`config.mk`:
```
export PLATFORM = sky130hd
export DESIGN_NAME = core_timer
export DESIGN_NICKNAME = d
export VERILOG_FILES = /design/src/rtl/ctmr_pkg.sv /design/src/rtl/ctmr_decode.sv /design/src/rtl/ctmr_regs.sv /design/src/rtl/ctmr_step.sv /design/src/rtl/ctmr_core.sv /design/src/rtl/core_timer.sv
export SDC_FILE = /design/constraint.sdc
export NUM_CORES = 1
export LEC_CHECK = 0
export ABC_CLOCK_PERIOD_IN_PS = 7000
export BUFFER_PORTS_ARGS = -buffer_cell sky130_fd_sc_hd__clkbuf_2
export CAP_MARGIN = 20
export CORE_UTILIZATION = 31
export DETAILED_ROUTE_END_ITERATION = 8
export PLACE_DENSITY = 0.6
export SLEW_MARGIN = 30
export SYNTH_ARGS = -nofsm -noshare
export SYNTH_HDL_FRONTEND = slang
export SYNTH_SLANG_ARGS = --single-unit
export TNS_END_PERCENT = 50
```
`constraint.sdc`:
```
create_clock -name clk_i -period 7 [get_ports clk_i]
set_input_delay 0.7 -clock clk_i [delete_from_list [all_inputs] [get_ports clk_i]]
set_output_delay 0.7 -clock clk_i [all_outputs]
set_load 0.005 [all_outputs]
```
`src/rtl/ctmr_pkg.sv`:
```
package ctmr_pkg;
  localparam int unsigned CTRL_W = 4;

  typedef struct packed {
    logic flag;
    logic reload;
    logic en;
    logic pwr;
  } ctrl_t;

  typedef enum logic [1:0] {
    REG_CTRL   = 2'd0,
    REG_PERIOD = 2'd1,
    REG_SCALE  = 2'd2,
    REG_COUNT  = 2'd3
  } reg_sel_e;

  localparam int unsigned NUM_REGS = 4;
endpackage

```
`src/rtl/ctmr_decode.sv`:
```
module ctmr_decode #(
  parameter int unsigned ADDR_W   = 4,
  parameter int unsigned NUM_REGS = 4
) (
  input  logic                we_i,
  input  logic [ADDR_W-1:0]   addr_i,
  output logic [NUM_REGS-1:0] hit_o,
  output logic [NUM_REGS-1:0] wr_o
);
  localparam int unsigned IDX_W = ADDR_W - 2;

  logic unused_lsb;
  assign unused_lsb = ^addr_i[1:0];

  for (genvar g = 0; g < NUM_REGS; g++) begin : g_hit
    assign hit_o[g] = (addr_i[ADDR_W-1:2] == IDX_W'(g));
    assign wr_o[g]  = we_i & hit_o[g];
  end
endmodule

```
`src/rtl/ctmr_regs.sv`:
```
module ctmr_regs
  import ctmr_pkg::*;
#(
  parameter int unsigned DATA_W = 32
) (
  input  logic                clk_i,
  input  logic                rst_ni,
  input  logic [NUM_REGS-1:0] hit_i,
  input  logic [NUM_REGS-1:0] wr_i,
  input  logic [DATA_W-1:0]   wdata_i,
  input  logic                expire_i,
  input  logic [DATA_W-1:0]   count_i,
  output ctrl_t               ctrl_o,
  output logic [DATA_W-1:0]   period_o,
  output logic [DATA_W-1:0]   scale_o,
  output logic [DATA_W-1:0]   rdata_o
);
  ctrl_t ctrl_q;
  logic [DATA_W-1:0] period_q, scale_q;

  always_ff @(posedge clk_i or negedge rst_ni) begin
    if (!rst_ni) begin
      ctrl_q <= '0;
    end else if (wr_i[REG_CTRL]) begin
      ctrl_q <= ctrl_t'(wdata_i[CTRL_W-1:0]);
    end else if (expire_i) begin
      ctrl_q.flag <= 1'b1;
    end
  end

  always_ff @(posedge clk_i or negedge rst_ni) begin
    if (!rst_ni) begin
      period_q <= '0;
      scale_q  <= '0;
    end else begin
      if (wr_i[REG_PERIOD]) period_q <= wdata_i;
      if (wr_i[REG_SCALE])  scale_q  <= wdata_i;
    end
  end

  logic [DATA_W-1:0] view [NUM_REGS];
  assign view[REG_CTRL]   = {{(DATA_W-CTRL_W){1'b0}}, ctrl_q};
  assign view[REG_PERIOD] = period_q;
  assign view[REG_SCALE]  = scale_q;
  assign view[REG_COUNT]  = count_i;

  always_comb begin
    rdata_o = '0;
    for (int i = 0; i < NUM_REGS; i++) begin
      if (hit_i[i]) rdata_o = rdata_o | view[i];
    end
  end

  assign ctrl_o   = ctrl_q;
  assign period_o = period_q;
  assign scale_o  = scale_q;
endmodule

```
`src/rtl/ctmr_step.sv`:
```
module ctmr_step #(
  parameter int unsigned DATA_W  = 32,
  parameter int unsigned SCALE_W = 8
) (
  input  logic [SCALE_W-1:0] scale_i,
  input  logic [DATA_W-1:0]  count_i,
  output logic [DATA_W-1:0]  step_o,
  output logic               last_o
);
  localparam int unsigned STEP_W = SCALE_W + 1;

  logic [STEP_W-1:0] step_n;
  assign step_n = {1'b0, scale_i} + STEP_W'(1);
  assign step_o = {{(DATA_W-STEP_W){1'b0}}, step_n};
  // final (possibly partial) step
  assign last_o = (count_i <= step_o);
endmodule

```
`src/rtl/ctmr_core.sv`:
```
module ctmr_core #(
  parameter int unsigned DATA_W = 32
) (
  input  logic              clk_i,
  input  logic              rst_ni,
  input  logic              enabled_i,
  input  logic              reload_i,
  input  logic              wr_count_i,
  input  logic              wr_period_i,
  input  logic [DATA_W-1:0] wdata_i,
  input  logic [DATA_W-1:0] period_i,
  input  logic [DATA_W-1:0] step_i,
  input  logic              last_i,
  output logic [DATA_W-1:0] count_o,
  output logic              run_o,
  output logic              expire_o,
  output logic              irq_o
);
  logic [DATA_W-1:0] count_q, count_d;
  logic stop_q, irq_q;

  assign run_o    = enabled_i & ~stop_q;
  assign expire_o = run_o & last_i;

  always_comb begin
    count_d = count_q;
    if (wr_period_i || wr_count_i) begin
      count_d = wdata_i;
    end else if (expire_o) begin
      count_d = reload_i ? period_i : '0;
    end else if (run_o) begin
      count_d = count_q - step_i;
    end
  end

  always_ff @(posedge clk_i or negedge rst_ni) begin
    if (!rst_ni) begin
      count_q <= '0;
      stop_q  <= 1'b0;
      irq_q   <= 1'b0;
    end else begin
      count_q <= count_d;
      irq_q   <= expire_o;
      // idle after one-shot expiry; cleared once enable drops
      if (!enabled_i)                 stop_q <= 1'b0;
      else if (expire_o && !reload_i) stop_q <= 1'b1;
    end
  end

  assign count_o = count_q;
  assign irq_o   = irq_q;
endmodule

```
`src/rtl/core_timer.sv`:
```
module core_timer
  import ctmr_pkg::*;
#(
  parameter int unsigned DATA_W  = 32,
  parameter int unsigned ADDR_W  = 4,
  parameter int unsigned SCALE_W = 8
) (
  input  logic              clk_i,
  input  logic              rst_ni,
  input  logic              we_i,
  input  logic [ADDR_W-1:0] addr_i,
  input  logic [DATA_W-1:0] wdata_i,
  output logic [DATA_W-1:0] rdata_o,
  output logic              irq_o
);
  logic [NUM_REGS-1:0] hit, wr;
  ctrl_t               ctrl;
  logic [DATA_W-1:0]   period, scale, count, step;
  logic                last, run, expire, enabled;

  ctmr_decode #(.ADDR_W(ADDR_W), .NUM_REGS(NUM_REGS)) u_decode (
    .we_i   (we_i),
    .addr_i (addr_i),
    .hit_o  (hit),
    .wr_o   (wr)
  );

  ctmr_regs #(.DATA_W(DATA_W)) u_regs (
    .clk_i    (clk_i),
    .rst_ni   (rst_ni),
    .hit_i    (hit),
    .wr_i     (wr),
    .wdata_i  (wdata_i),
    .expire_i (expire),
    .count_i  (count),
    .ctrl_o   (ctrl),
    .period_o (period),
    .scale_o  (scale),
    .rdata_o  (rdata_o)
  );

  ctmr_step #(.DATA_W(DATA_W), .SCALE_W(SCALE_W)) u_step (
    .scale_i (scale[SCALE_W-1:0]),
    .count_i (count),
    .step_o  (step),
    .last_o  (last)
  );

  assign enabled = ctrl.pwr & ctrl.en;

  ctmr_core #(.DATA_W(DATA_W)) u_core (
    .clk_i       (clk_i),
    .rst_ni      (rst_ni),
    .enabled_i   (enabled),
    .reload_i    (ctrl.reload),
    .wr_count_i  (wr[REG_COUNT]),
    .wr_period_i (wr[REG_PERIOD]),
    .wdata_i     (wdata_i),
    .period_i    (period),
    .step_i      (step),
    .last_i      (last),
    .count_o     (count),
    .run_o       (run),
    .expire_o    (expire),
    .irq_o       (irq_o)
  );
endmodule

```
======== After elaboration in Yosys (flattened, before gate mapping) ========
Index checks and enable logic that the tools add are counted.
cells by class
  equal/unequal tests ..................... 4
  magnitude comparators ................... 1
  $add $sub $neg .......................... 2
  bitwise gates (word level) .............. 11
  reductions and logical operators ........ 6
  mux-type cells .......................... 12
operator list
  cell                                                  count
  2-to-1 mux 32 bit                                     7
  bitwise OR 32 bit                                     2
  less-or-equal comparator 32 x 9 -> 1 bit              1
  bitwise OR 4 x 32 -> 32 bit                           1
  subtractor 32 x 9 -> 32 bit                           1
  adder 8 x 1 -> 9 bit (second input constant)          1
  bitwise AND 1 bit                                     7
  equality test 2 bit (second input constant)           2
  2-to-1 mux 1 bit                                      4
  2-to-1 mux 4 bit                                      1
  nonzero test 3 bit                                    1
  equality test 2 x 1 -> 1 bit (second input constant)  1
  zero test 2 bit                                       1
  != test 2 bit (second input constant)                 1
  nonzero test 2 bit                                    1
  logical AND 1 bit                                     1
  zero test 1 bit                                       1
  logical OR 1 bit                                      1
  NOT 1 bit                                             1
word-level totals
  input bits .............................. 39
  bits in registers ....................... 102

======== Logic depth before layout (Yosys ltp) ========
Gate-level depths: netlist (run 1).
  depth in word-level cells ............... 8
  gate-level depth with buffers ........... 14

======== Modules after synthesis ========
A second synthesis (run 1) with hierarchy kept.
second synthesis, totals
  cells, all modules ...................... 753
  area total of the unflattened synthesis .. 7144.4 um^2
modules (own cells, without submodules)
  module       times used  cells an instance  area each (um^2)  sequential area each (um^2)
  ctmr_core    1           441                3368.2            850.8
  ctmr_regs    1           223                3143.0            1701.6
  ctmr_step    1           80                 571.8             0.0
  ctmr_decode  1           8                  55.1              0.0
  core_timer   1           1                  6.3               0.0

======== Least setup slack after synthesis (run 1) ========
OpenSTA, ideal clock, no wires.
  kind .................................... reg-to-reg
  start point ............................. register u_regs.scale_q[0], in the netlist u_regs.scale_o[0]
  end point ............................... register u_core.count_q[16], in the netlist u_core.count_o[16]
  buffers on the path ..................... 2
  required time ........................... 6.874 ns
  cell stages (with the launch flop) ...... 13
  slack ................................... 3.855 ns
  period minus slack after synthesis ...... 3.145 ns
  data arrival time ....................... 3.018 ns
  setup time .............................. 0.126 ns
  cells stage by stage .................... dfrtp_1 > ha_1 > xnor2_1 > ha_1 > clkbuf_1 > a211o_1 > a211oi_2 > o21ai_1 > a2111oi_4 > buf_2 > o21ai_0 > a211oi_1 > o21ai_0
between the ends
  word-level cells in the longest chain between the ends .. 5
  elaborated cells between the ends (all ways) .. 8
ends and longest elaborated chain
  item                                        RTL line          text
  start, declared                             ctmr_regs.sv:19   logic [DATA_W-1:0] period_q, scale_q;
  start signal, assigned                      ctmr_regs.sv:37   if (wr_i[REG_SCALE]) scale_q <= wdata_i;
  adder 8 x 1 -> 9 bit *                      ctmr_step.sv:13   assign step_n = {1'b0, scale_i} + STEP_W'(1);
  less-or-equal comparator 32 x 9 -> 1 bit *  ctmr_step.sv:16   assign last_o = (count_i <= step_o);
  bitwise AND 1 bit *                         ctmr_core.sv:23   assign expire_o = run_o & last_i;
  via expire                                  core_timer.sv:19  logic last, run, expire, enabled;
  2-to-1 mux 32 bit                           ctmr_core.sv:29   end else if (expire_o) begin
  2-to-1 mux 32 bit                           ctmr_core.sv:27   if (wr_period_i || wr_count_i) begin
  end signal, assigned                        ctmr_core.sv:42   count_q <= count_d;
  end, declared                               ctmr_core.sv:19   logic [DATA_W-1:0] count_q, count_d;
The timed path passes the listed nets; every way through them passes the cells marked *. The select of a mux whose other input is x is not followed.
A chain may end at the register's enable or synchronous reset.

======== Final worst setup path (run 1) ========
  start point ............................. register u_regs.scale_q[0], in the netlist u_regs.scale_o[0]
  end point ............................... register u_core.count_q[28], in the netlist u_core.count_o[28]
between the ends
  word-level cells in the longest chain between the ends .. 5
  elaborated cells between the ends (all ways) .. 8
ends and longest elaborated chain
  item                                                                                     RTL line
  adder 8 x 1 -> 9 bit *                                                                   ctmr_step.sv:13
  subtractor 32 x 9 -> 32 bit or less-or-equal comparator 32 x 9 -> 1 bit (tied branches)  ctmr_core.sv:32, ctmr_step.sv:16
  2-to-1 mux 32 bit or bitwise AND 1 bit (tied branches)                                   ctmr_core.sv:31, ctmr_core.sv:23
  2-to-1 mux 32 bit                                                                        ctmr_core.sv:29
  2-to-1 mux 32 bit                                                                        ctmr_core.sv:27
Every way passes the cells marked *; elsewhere a longest branch is shown, timed or not. The select of a mux whose other input is x is not followed.

==> metrics.cfg, run 1 <==
[outcome]
status = finished, final reports clean

[global_route]
grt_pass1_vias = 4941
grt_max_degree = 42
grt_pass1_wl_mm = 27.1
grt_usage = 0.173
overflow = 0
grt_antenna_before_repair = 0

[detailed_routing]
routedWlPerCell_um = 18.3
wirelength_mm = 16.5
route.detailed.vias_per_inst = 5.37
first_pass_iters = 5
drtAntennaViolNets = 0
post-route-drc-count = 0
num_vias = 4842
drt_iter0_drc = 317

[synth]
synth_edf_count = 0
synth_warnings = 0
synth_area_um2 = 6110
synth.most_common_cell = dfrtp_1
netlist.area_leader.share = 0.418
synth.avg_cell_area_um2 = 10.4
postSynthCellCount = 589
syn_nets = 639
synth_commonest_cells = dfrtp_1 (102), mux2_2 (93), nand2_1 (43), o21ai_0 (43), nor2_1 (37)
synth.area.top_cells = dfrtp_1 (42%), mux2_2 (17%), a22o_1 (4.2%), o21ai_0 (3.5%), nand2_1 (2.6%)
ys_ff_latch = 102
ys_seq_area_frac = 0.418
synth_cell_types = 61
ys.flop_type = dfrtp_1
async_flop_share = 1.00
synth_top_area_cell = dfrtp_1

[placement]
place.gp.congestion = 0.784
dpl.hpwl_mm = 11.3
io_buffers = 69

[clocking]
post_cts_buffers = 0
clock_path_buffers = 2
htreeDepth = 3
cts_tree = done
cts_root_buf = clkbuf_16
cts_buffers = 9
cts_hold_buf = 0
postCtsResizedCells = 0
clk_latency_ns = 0.36
clk_pin_slew_ns = 0.08
cts.sinks = 102

[power]
p_leak_nw = 2.95
power_mw = 2.20
p_sw_mw = 0.768
intPower_mw = 1.43
switching_share = 0.350
power_frac_seq = 0.388
p_clk_frac = 0.271
combPwrFrac = 0.341
max-vdd-ir-drop_mv = 0.166
powerDensity_nw_per_um2 = 312

[die]
start_util = 0.321
rows = 50
die_w_um = 142
die-area_um2 = 20300
pin_count = 72
fp.dieH_um = 142
core-area_um2 = 19000

[cells_and_area]
fillers = 1976
seq_area_um2 = 2550
layout.nets = 686
drive_above_1_share = 0.314
multi_input_area_um2 = 3340
antennaDiodeCount = 0
syn2layout_area_growth_pct = 15.1

[worst_setup_path]
crit_fanout = 16
critPathLaunchType = flip-flop
worstPathArrival_ns = 4.71
path_class = flip-flop to flip-flop
worst_setup_path_end_kind = flip-flop
required_ns = 7.28
ff2ff_path_depth = 12

[run]
drv_cap = 0

[timing]
max-slew-margin-rel = 0.371
rsz0062_at_grt = false
worst_slew_pin_slew_ns = 0.944
skew_ns = 0.0142
finalSetupViolations = 0
min_period_ns = 4.43
min_period_over_period = 0.633
fin_tns_setup_ns = 0
maxSlewViolCount = 0
fmax_mhz = 226
final_hold_viol_count = 0

[hold_path]
hold_path_class = primary input to async pin

[registers in the layout (all words and copies together), names as in the netlist]
signal	count
u_regs.scale_o	32
u_core.irq_o	1
u_core.count_o	32
u_core.stop_q	1
u_regs.period_o	32
u_regs.ctrl_o	4
[cell usage in the layout, fill, tap and decap left out, types with 4 or more instances in the layout]
cell type,count
a21o_1,4
o21ai_1,7
clkbuf_16,9
o21ai_0,43
nand4_1,8
a221oi_1,4
nor2_1,37
and3_1,9
a22o_1,29
clkbuf_2,68
xor2_1,9
dfrtp_1,102
xnor2_1,11
nor4_1,10
ha_1,10
a21oi_1,21
buf_4,10
nor3_1,12
inv_1,7
or4_1,6
a311oi_1,6
o31ai_1,4
mux2_2,93
or3_1,4
nand2_1,43
nand3_1,10
a211oi_1,5
o211ai_1,5
mux4_2,4
a31oi_1,5
[power groups by stage]
| stage | logic [mW] | clock network [mW] | registers, mW |
|---|---|---|---|
| 2_1_floorplan | 0.584 | 0 | 0.803 |
| 3_3_place_gp | 0.739 | 0 | 0.856 |
| 4_1_cts | 0.754 | 0.606 | 0.851 |
| 6_report | 0.748 | 0.596 | 0.852 |
| 5_1_grt | 0.839 | 0.626 | 0.875 |
| 3_5_place_dp | 0.749 | 0 | 0.862 |
[through the flow]
stage	setup WS [ns]	std cells	utilization	area [um^2]	hold WS (ns)
final	2.57	901	0.370	7030	0.258
after global routing	2.13	901	0.370	7030	0.285
after detailed placement	2.60	885	0.351	6680	0.491
after global placement	2.64	884	0.350	6660	0.484
after floorplan	3.86	589	-	6110	0.404
after CTS	2.54	901	0.370	7030	0.265
[kinds of logic (layout without fill, tap and decap cells)]
logic type | count (synthesis) | in the layout | share of synthesized area
buf+inv | 50 | 102 | 0.0363
flops | 102 | 102 | 0.418
xor+xnor | 20 | 20 | 0.0287
fa+ha+maj | 11 | 11 | 0.0238
mux | 98 | 98 | 0.188
simple gates | 157 | 157 | 0.130
compound gates | 151 | 151 | 0.176
[metal layers]
layer  vias to the layer above  track usage  wire length [um]
li1                       2303            -                 -
met1                      2400        0.235              7770
met2                       124        0.280              7710
met3                        15       0.0246               793
met4                         0       0.0589               202
met5                         -            0                 0
[path summary, 6_finish.rpt]
kind | start | to | slack, ns
max in group asynchronous | rst_ni | u_regs.scale_o[22] | 5.65
max | u_regs.scale_o[0] | u_core.count_o[28] | 2.57
min reg2reg | u_regs.scale_o[31] | u_regs.scale_o[31] | 0.50
max reg2reg | u_regs.scale_o[0] | u_core.count_o[28] | 2.57
min | rst_ni | u_regs.scale_o[0] | 0.26
min in group clk_i | u_regs.scale_o[31] | u_regs.scale_o[31] | 0.50
[worst max-delay path, stage by stage (launching register included)]
cell	delay, ns
dfrtp_1	0.43
ha_1	0.21
nand3_1	0.15
nor2_1	0.20
xnor2_1	0.14
ha_1	0.31
o21a_1	0.21
o21ai_0	0.35
o21ai_1	0.40
a2111oi_4	0.89
and3_1	0.74
a221oi_1	0.19
o31ai_1	0.11
[final cells by class]
| cell class | count | share of cell area |
|---|---|---|
| Multi-Input combinational cell | 437 | 0.475 |
| Inverter | 7 | 0.00374 |
| Timing Repair Buffer | 79 | 0.0619 |
| Clock buffer | 9 | 0.0320 |
| Sequential cell | 102 | 0.363 |
| Tap cell | 260 | 0.0463 |
| Clock inverter | 7 | 0.0183 |
(Power assumes the default switching activity.)
==> run 2: changes to the inputs <==
--- a/config.mk
+++ b/config.mk
@@ -5,12 +5,12 @@
 export SDC_FILE = /design/constraint.sdc
 export NUM_CORES = 1
 export LEC_CHECK = 0
-export ABC_CLOCK_PERIOD_IN_PS = 7000
+export ABC_CLOCK_PERIOD_IN_PS = 3900
 export BUFFER_PORTS_ARGS = -buffer_cell sky130_fd_sc_hd__clkbuf_2
 export CAP_MARGIN = 20
 export CORE_UTILIZATION = 31
 export DETAILED_ROUTE_END_ITERATION = 8
-export PLACE_DENSITY = 0.6
+export PLACE_DENSITY = 0.61
 export SLEW_MARGIN = 30
 export SYNTH_ARGS = -nofsm -noshare
 export SYNTH_HDL_FRONTEND = slang
==> constraint.sdc (replaced) <==
create_clock -name clk_i -period 3.9 [get_ports clk_i]
set_input_delay 0.39 -clock clk_i [delete_from_list [all_inputs] [get_ports clk_i]]
set_output_delay 0.39 -clock clk_i [all_outputs]
set_load 0.005 [all_outputs]
==> run 2 against run 1 <==
Compared with the run above: combinational power increased by 83%; clock-buffer cell count up 1; largest power group unchanged; register-to-register slack worse by 2.2 ns; highest routed layer unchanged; non-clock buffer count increased by 11; maximum frequency increased by 24%; first-iteration DRC count grew 5.0%; sequential power up 80%; clock power increased by 55%; critical path depth unchanged; final area grew 0.30%.
==> metrics.cfg, run 2 (same netlist as run 1, synthesis figures left out) <==
[outcome]
status = finished, final reports clean

[power]
intPower_mw = 2.46  ; +72%
switching_share = 0.357  ; +0.00766
powerDensity_nw_per_um2 = 542  ; +74%
p_sw_mw = 1.37  ; +78%
max-vdd-ir-drop_mv = 0.215  ; +30%
p_leak_nw = 2.97  ; +0.70%
combPwrFrac = 0.358  ; +0.017
p_clk_frac = 0.242  ; -0.029
power_frac_seq = 0.400  ; +0.012

[global_route]
grt_pass1_vias = 4887  ; -1.1%
overflow = 0  ; unchanged
grt_usage = 0.175  ; +0.00254
grt_antenna_before_repair = 0  ; unchanged
grt_max_degree = 74  ; +76%
grt_pass1_wl_mm = 27.6  ; +2.1%

[placement]
dpl.hpwl_mm = 11.5  ; +1.9%
placed_cell_area_um2 = 6750  ; +1.0%
io_buffers = 69  ; unchanged
dp_slack_ns = 0.344  ; -2.25 ns
place.gp.congestion = 0.767  ; -2.2%

[clocking]
clk_pin_slew_ns = 0.07  ; about the same
clock_path_buffers = 2  ; unchanged
htreeDepth = 3  ; unchanged
cts_root_buf = clkbuf_16
cts_buffers = 9  ; unchanged
post_cts_buffers = 0  ; unchanged
cts_tree = done
cts.sinks = 102  ; unchanged
clk_latency_ns = 0.35  ; about the same

[die]
core-area_um2 = 19000  ; unchanged
pin_count = 72  ; unchanged
start_util = 0.321  ; unchanged
die-area_um2 = 20300  ; unchanged
rows = 50  ; unchanged
fp.dieH_um = 142  ; unchanged
die_w_um = 142  ; unchanged

[worst_setup_path]
worstPathArrival_ns = 3.80  ; -0.91 ns
critical_path.top_delay_family = simple AND/OR/NAND/NOR gates
slowest_delay_ns = 0.56  ; -0.33 ns
slowest_stage = or4_1
path_class = flip-flop to flip-flop
worstSetupPathDepth = 12  ; unchanged
cp_cell_sequence = ha_1, nand3_1, nor2_1, xnor2_1, ha_1, nand4_1, or4_1, a2111oi_4, buf_6, and4b_1, a211oi_1, o21ai_0
critPathLaunchType = flip-flop
crit_buf_inv = 1  ; +1
worst_setup_path_end_kind = flip-flop
required_ns = 4.13  ; -3.15 ns
ff2ff_path_depth = 12  ; unchanged
crit_fanout = 11  ; -5
critPathMostFrequentCell = ha_1

[timing]
worst_slew_pin_slew_ns = 0.812  ; -0.132 ns
fin_tns_setup_ns = 0  ; unchanged
min_period_ns = 3.56  ; -0.864 ns
final_hold_viol_count = 0  ; unchanged
rsz0062_at_grt = false
skew_ns = 0.00817  ; -0.00605 ns
setup_ws_ns = 0.335  ; -2.24 ns
finalSetupViolations = 0  ; unchanged
fmax_mhz = 281  ; +24%
maxSlewViolCount = 0  ; unchanged
min_period_over_period = 0.914  ; +0.281
max-slew-margin-rel = 0.456  ; +0.0857
hold_slack_ns = 0.0564  ; -0.202 ns

[detailed_routing]
wl_met2_mm = 7.38  ; -4.2%
first_pass_iters = 4  ; -1
route.detailed.vias_per_inst = 5.29  ; -1.6%
highest_layer = met4
wl_met1_mm = 8.09  ; +4.1%
post-route-drc-count = 0  ; unchanged
dr_wl_met3_um = 803  ; +1.3%
routedWlPerCell_um = 18.0  ; -1.6%
drtAntennaViolNets = 0  ; unchanged
drt_iter0_drc = 333  ; +5.0%
wirelength_mm = 16.4  ; -0.52%
num_vias = 4815  ; -0.56%

[cells_and_area]
final_cell_mix = dfrtp_1 (102), mux2_2 (93), clkbuf_2 (68)
syn2layout_area_growth_pct = 15.4
final_core_util = 0.371  ; +0.00112
antennaDiodeCount = 0  ; unchanged
final_common_cell = dfrtp_1
drive_above_1_share = 0.324  ; +0.0105
fillers = 1919  ; -2.9%
final_cell_area_um2 = 7050  ; +0.30%
layout.nets = 697  ; +1.6%

[run]
drv_cap = 0  ; unchanged

[hold_path]
hold_path_class = primary input to async pin

## run 2: cell count changes in the layout (fill, tap and decap cells not counted)
cell        previous run  this run
buf_4                 10        20
buf_6                  0         2
bufinv_16              3         1
clkinvlp_4             0         2
buf_12                 1         0
clkbuf_8               0         1
clkinv_8               1         0
inv_6                  2         1
o21ai_0               43        42
o21ai_1                7         8
## run 2: power by group through the flow
stage | combinational [mW] | clock, mW | sequential [mW]
5_1_grt | 1.54 | 0.993 | 1.57
3_3_place_gp | 1.35 | 0 | 1.54
4_1_cts | 1.38 | 0.948 | 1.53
2_1_floorplan | 1.05 | 0 | 1.44
3_5_place_dp | 1.37 | 0 | 1.55
6_report | 1.37 | 0.925 | 1.53
## run 2: worst paths after layout
path                              startpoint            endpoint  slack (ns)
max in group asynchronous             rst_ni  u_regs.scale_o[24]        2.98
max                        u_regs.scale_o[0]  u_core.count_o[11]        0.34
min in group clk_i                wdata_i[4]   u_core.count_o[4]        0.28
max reg2reg                u_regs.scale_o[0]  u_core.count_o[11]        0.34
min                                   rst_ni   u_core.count_o[0]        0.06
min reg2reg                u_regs.scale_o[9]   u_regs.scale_o[9]        0.50
## run 2: metrics by stage
step / instances / total power [mW]
CTS: 911 / 3.85
floorplan: 589 / 2.49
detailed placement: 896 / 2.91
global route: 911 / 4.11
finish: 911 / 3.82
global placement: 896 / 2.88
## run 2: routing by layer
layer | global-route usage | up-vias
met1 | 0.246 | 2366
li1 | - | 2331
met4 | 0.0532 | 0
met3 | 0.0316 | 5
met2 | 0.272 | 113
met5 | 0 | -
## run 2: worst reg2reg max path, cell delays in order, from the launching register on
cell and delay [ns]:
dfrtp_1 0.44, ha_1 0.21, nand3_1 0.14, nor2_1 0.21
xnor2_1 0.09, ha_1 0.38, nand4_1 0.18, or4_1 0.56
a2111oi_4 0.47, buf_6 0.21, and4b_1 0.20, a211oi_1 0.24
o21ai_0 0.10
## run 2: cell type report
class	instances	area, um^2	share of cell area
Tap cell	260	325	0.0461
Sequential cell	102	2550	0.362
Multi-Input combinational cell	437	3340	0.473
Clock buffer	10	239	0.0339
Inverter	7	26.3	0.00373
Clock inverter	5	58.8	0.00834
Timing Repair Buffer	90	513	0.0727
## run 2: repair_timing
| item | in CTS | in global routing |
|---|---|---|
| endpoints found under the hold margin | 0 | 0 |
| hold buffers | 0 | 0 |
| setup endpoints to repair | 0 | 2 |
| resized for setup | 0 | 2 |
==> run 3: changes to the inputs <==
--- a/config.mk
+++ b/config.mk
@@ -10,7 +10,9 @@
 export CAP_MARGIN = 20
 export CORE_UTILIZATION = 31
 export DETAILED_ROUTE_END_ITERATION = 8
+export GPL_TIMING_DRIVEN = 0
 export PLACE_DENSITY = 0.61
+export REMOVE_ABC_BUFFERS = 1
 export SLEW_MARGIN = 30
 export SYNTH_ARGS = -nofsm -noshare
 export SYNTH_HDL_FRONTEND = slang
==> run 3 against run 2 <==
Compared with the run above: die area did not move; final area rose by 0.62%; largest cell class unchanged; clock-buffer cell count increased by 1; total power grew 0.22%; global-route usage is 0.42 points lower; sequential power hardly changed; register-to-register slack got worse by 0.06 ns; first-iteration DRC count down 9.3%; largest power group unchanged.
==> metrics.cfg, run 3 (same netlist as run 1, synthesis figures left out) <==
[outcome]
status = finished, final reports clean

[timing]
hold_slack_ns = 0.286  ; +0.230 ns
worst_slew_pin_slew_ns = 0.889  ; +0.0761 ns
fin_tns_setup_ns = 0  ; unchanged
max-slew-margin-rel = 0.408  ; -0.0488
skew_ns = 0.0107  ; +0.00256 ns
min_period_ns = 3.62  ; +0.0577 ns
maxSlewViolCount = 0  ; unchanged
finalSetupViolations = 0  ; unchanged
min_period_over_period = 0.929  ; +0.0148
fmax_mhz = 276  ; -1.6%
final_hold_viol_count = 0  ; unchanged
rsz0062_at_grt = false

[clocking]
cts_root_buf = clkbuf_16
htreeDepth = 3  ; unchanged
clock_path_buffers = 2  ; unchanged
clk_latency_ns = 0.35  ; about the same
cts.sinks = 102  ; unchanged
cts_tree = done
cts_buffers = 9  ; unchanged
clk_pin_slew_ns = 0.07  ; about the same

[detailed_routing]
post-route-drc-count = 0  ; unchanged
drtAntennaViolNets = 0  ; unchanged
first_pass_iters = 5  ; +1
num_vias = 4888  ; +1.5%
drt_iter0_drc = 302  ; -9.3%
routedWlPerCell_um = 18.5  ; +2.9%
wirelength_mm = 16.7  ; +1.9%
route.detailed.vias_per_inst = 5.42  ; +2.5%

[cells_and_area]
antennaDiodeCount = 0  ; unchanged
final_common_cell = dfrtp_1
final_cell_mix = dfrtp_1 (102), mux2_2 (93), clkbuf_2 (66)
drive_above_1_share = 0.326  ; +0.00143
fillers = 1912  ; -0.36%
syn2layout_area_growth_pct = 16.2
layout.nets = 687  ; -1.4%

[worst_setup_path]
reg2reg_slack_ns = 0.28  ; -0.06 ns
worstPathArrival_ns = 3.87  ; +0.07 ns
crit_fanout = 16  ; +5
worst_setup_path_end_kind = flip-flop
required_ns = 4.15  ; +0.02 ns
path_class = flip-flop to flip-flop
ff2ff_path_depth = 12  ; unchanged
critPathLaunchType = flip-flop

[hold_path]
holdPathStages = 3
hold_path_class = primary input to flip-flop

[global_route]
grt_antenna_before_repair = 0  ; unchanged
grt_usage = 0.171  ; -0.00416
grt_max_degree = 60  ; -19%
grt_pass1_wl_mm = 27.1  ; -1.9%
overflow = 0  ; unchanged
grt_pass1_vias = 4905  ; +0.37%

[power]
max-vdd-ir-drop_mv = 0.264  ; +23%
switching_share = 0.356  ; -0.00160
power_frac_seq = 0.400  ; about the same
power_mw = 3.83  ; +0.22%
p_sw_mw = 1.36  ; -0.23%
combPwrFrac = 0.355  ; -0.003
p_clk_frac = 0.245  ; +0.003
powerDensity_nw_per_um2 = 540  ; -0.40%
p_leak_nw = 2.99  ; +0.64%
intPower_mw = 2.47  ; +0.47%

[placement]
io_buffers = 69  ; unchanged
place.gp.congestion = 0.760  ; -0.91%
dpl.hpwl_mm = 11.0  ; -4.6%

[die]
core-area_um2 = 19000  ; unchanged
pin_count = 72  ; unchanged
die-area_um2 = 20300  ; unchanged
start_util = 0.321  ; unchanged
die_w_um = 142  ; unchanged
rows = 50  ; unchanged
fp.dieH_um = 142  ; unchanged

[run]
drv_cap = 0  ; unchanged

[run 3: cell types whose count changed in the layout (fill, tap and decap cells not counted), sizes merged]
| cell | before | now |
|---|---|---|
| buf | 22 | 11 |
| clkbuf | 78 | 79 |
| clkinv | 1 | 4 |
| clkinvlp | 2 | 0 |
| dlygate4sd3 | 0 | 1 |
| inv | 8 | 7 |
[run 3: stage by stage]
| step | instance area [um^2] | cells | worst slack (ns) | util |
|---|---|---|---|---|
| 6_report | 7100 | 902 | 0.277 | 0.373 |
| 5_1_grt | 7100 | 902 | 0.00976 | 0.373 |
| 4_1_cts | 7080 | 901 | 0.0462 | 0.372 |
| 3_5_place_dp | 6740 | 883 | -0.650 | 0.355 |
| 3_3_place_gp | 6580 | 875 | -2.11 | 0.346 |
| 2_1_floorplan | 5910 | 546 | 0.250 | - |
[run 3: final timing paths]
path | from | end
worst max-delay path | u_regs.scale_o[0] | u_core.count_o[28]
worst min-delay path | wdata_i[6] | u_core.count_o[6]
worst max register to register | u_regs.scale_o[0] | u_core.count_o[28]
worst min register to register | u_regs.scale_o[26] | u_regs.scale_o[26]
max in group asynchronous | rst_ni | u_core.count_o[0]
min in group asynchronous | rst_ni | u_regs.period_o[27]
[run 3: power groups by stage]
stage | logic (mW) | registers [mW] | clock network (mW)
floorplan | 0.998 | 1.46 | 0
global placement | 1.32 | 1.54 | 0
detailed placement | 1.34 | 1.54 | 0
CTS | 1.36 | 1.52 | 0.965
global route | 1.53 | 1.57 | 1.00
finish | 1.36 | 1.53 | 0.939
[run 3: final cells by class]
cell class              count  area, um^2  area share
clock inverters             5        57.6     0.00811
well taps                 260         325      0.0458
repair buffers             80         508      0.0716
clock buffers              11         253      0.0356
flip-flops and latches    102        2550       0.360
multi-input cells         437        3370       0.475
inverters                   7        26.3     0.00370
[run 3: per-layer routing]
layer | routed length [um] | global-route usage
met1 | 8040 | 0.244
met2 | 7520 | 0.266
met3 | 952 | 0.0310
met4 | 187 | 0.0419
met5 | 0 | 0
[run 3: critical path, cell delays in order (launching register included)]
cell and delay, ns:
dfrtp_1 0.45, ha_1 0.23, nand3_1 0.15, nor2_1 0.20
xnor2_1 0.09, ha_1 0.39, nand4_1 0.18, or4_1 0.56
a2111oi_4 0.40, buf_4 0.19, and3_2 0.43, a221oi_1 0.14
o31ai_1 0.11
[run 3: repair_timing]
| item | 4_1_cts | 5_1_grt |
|---|---|---|
| resized for setup | 2 | 4 |
| setup endpoints to repair | 18 | 28 |
| buffers inserted | 1 | 1 |
| pin swaps | 1 | 2 |
| hold buffers | 1 | 0 |
| endpoints found under the hold margin | 43 | 0 |
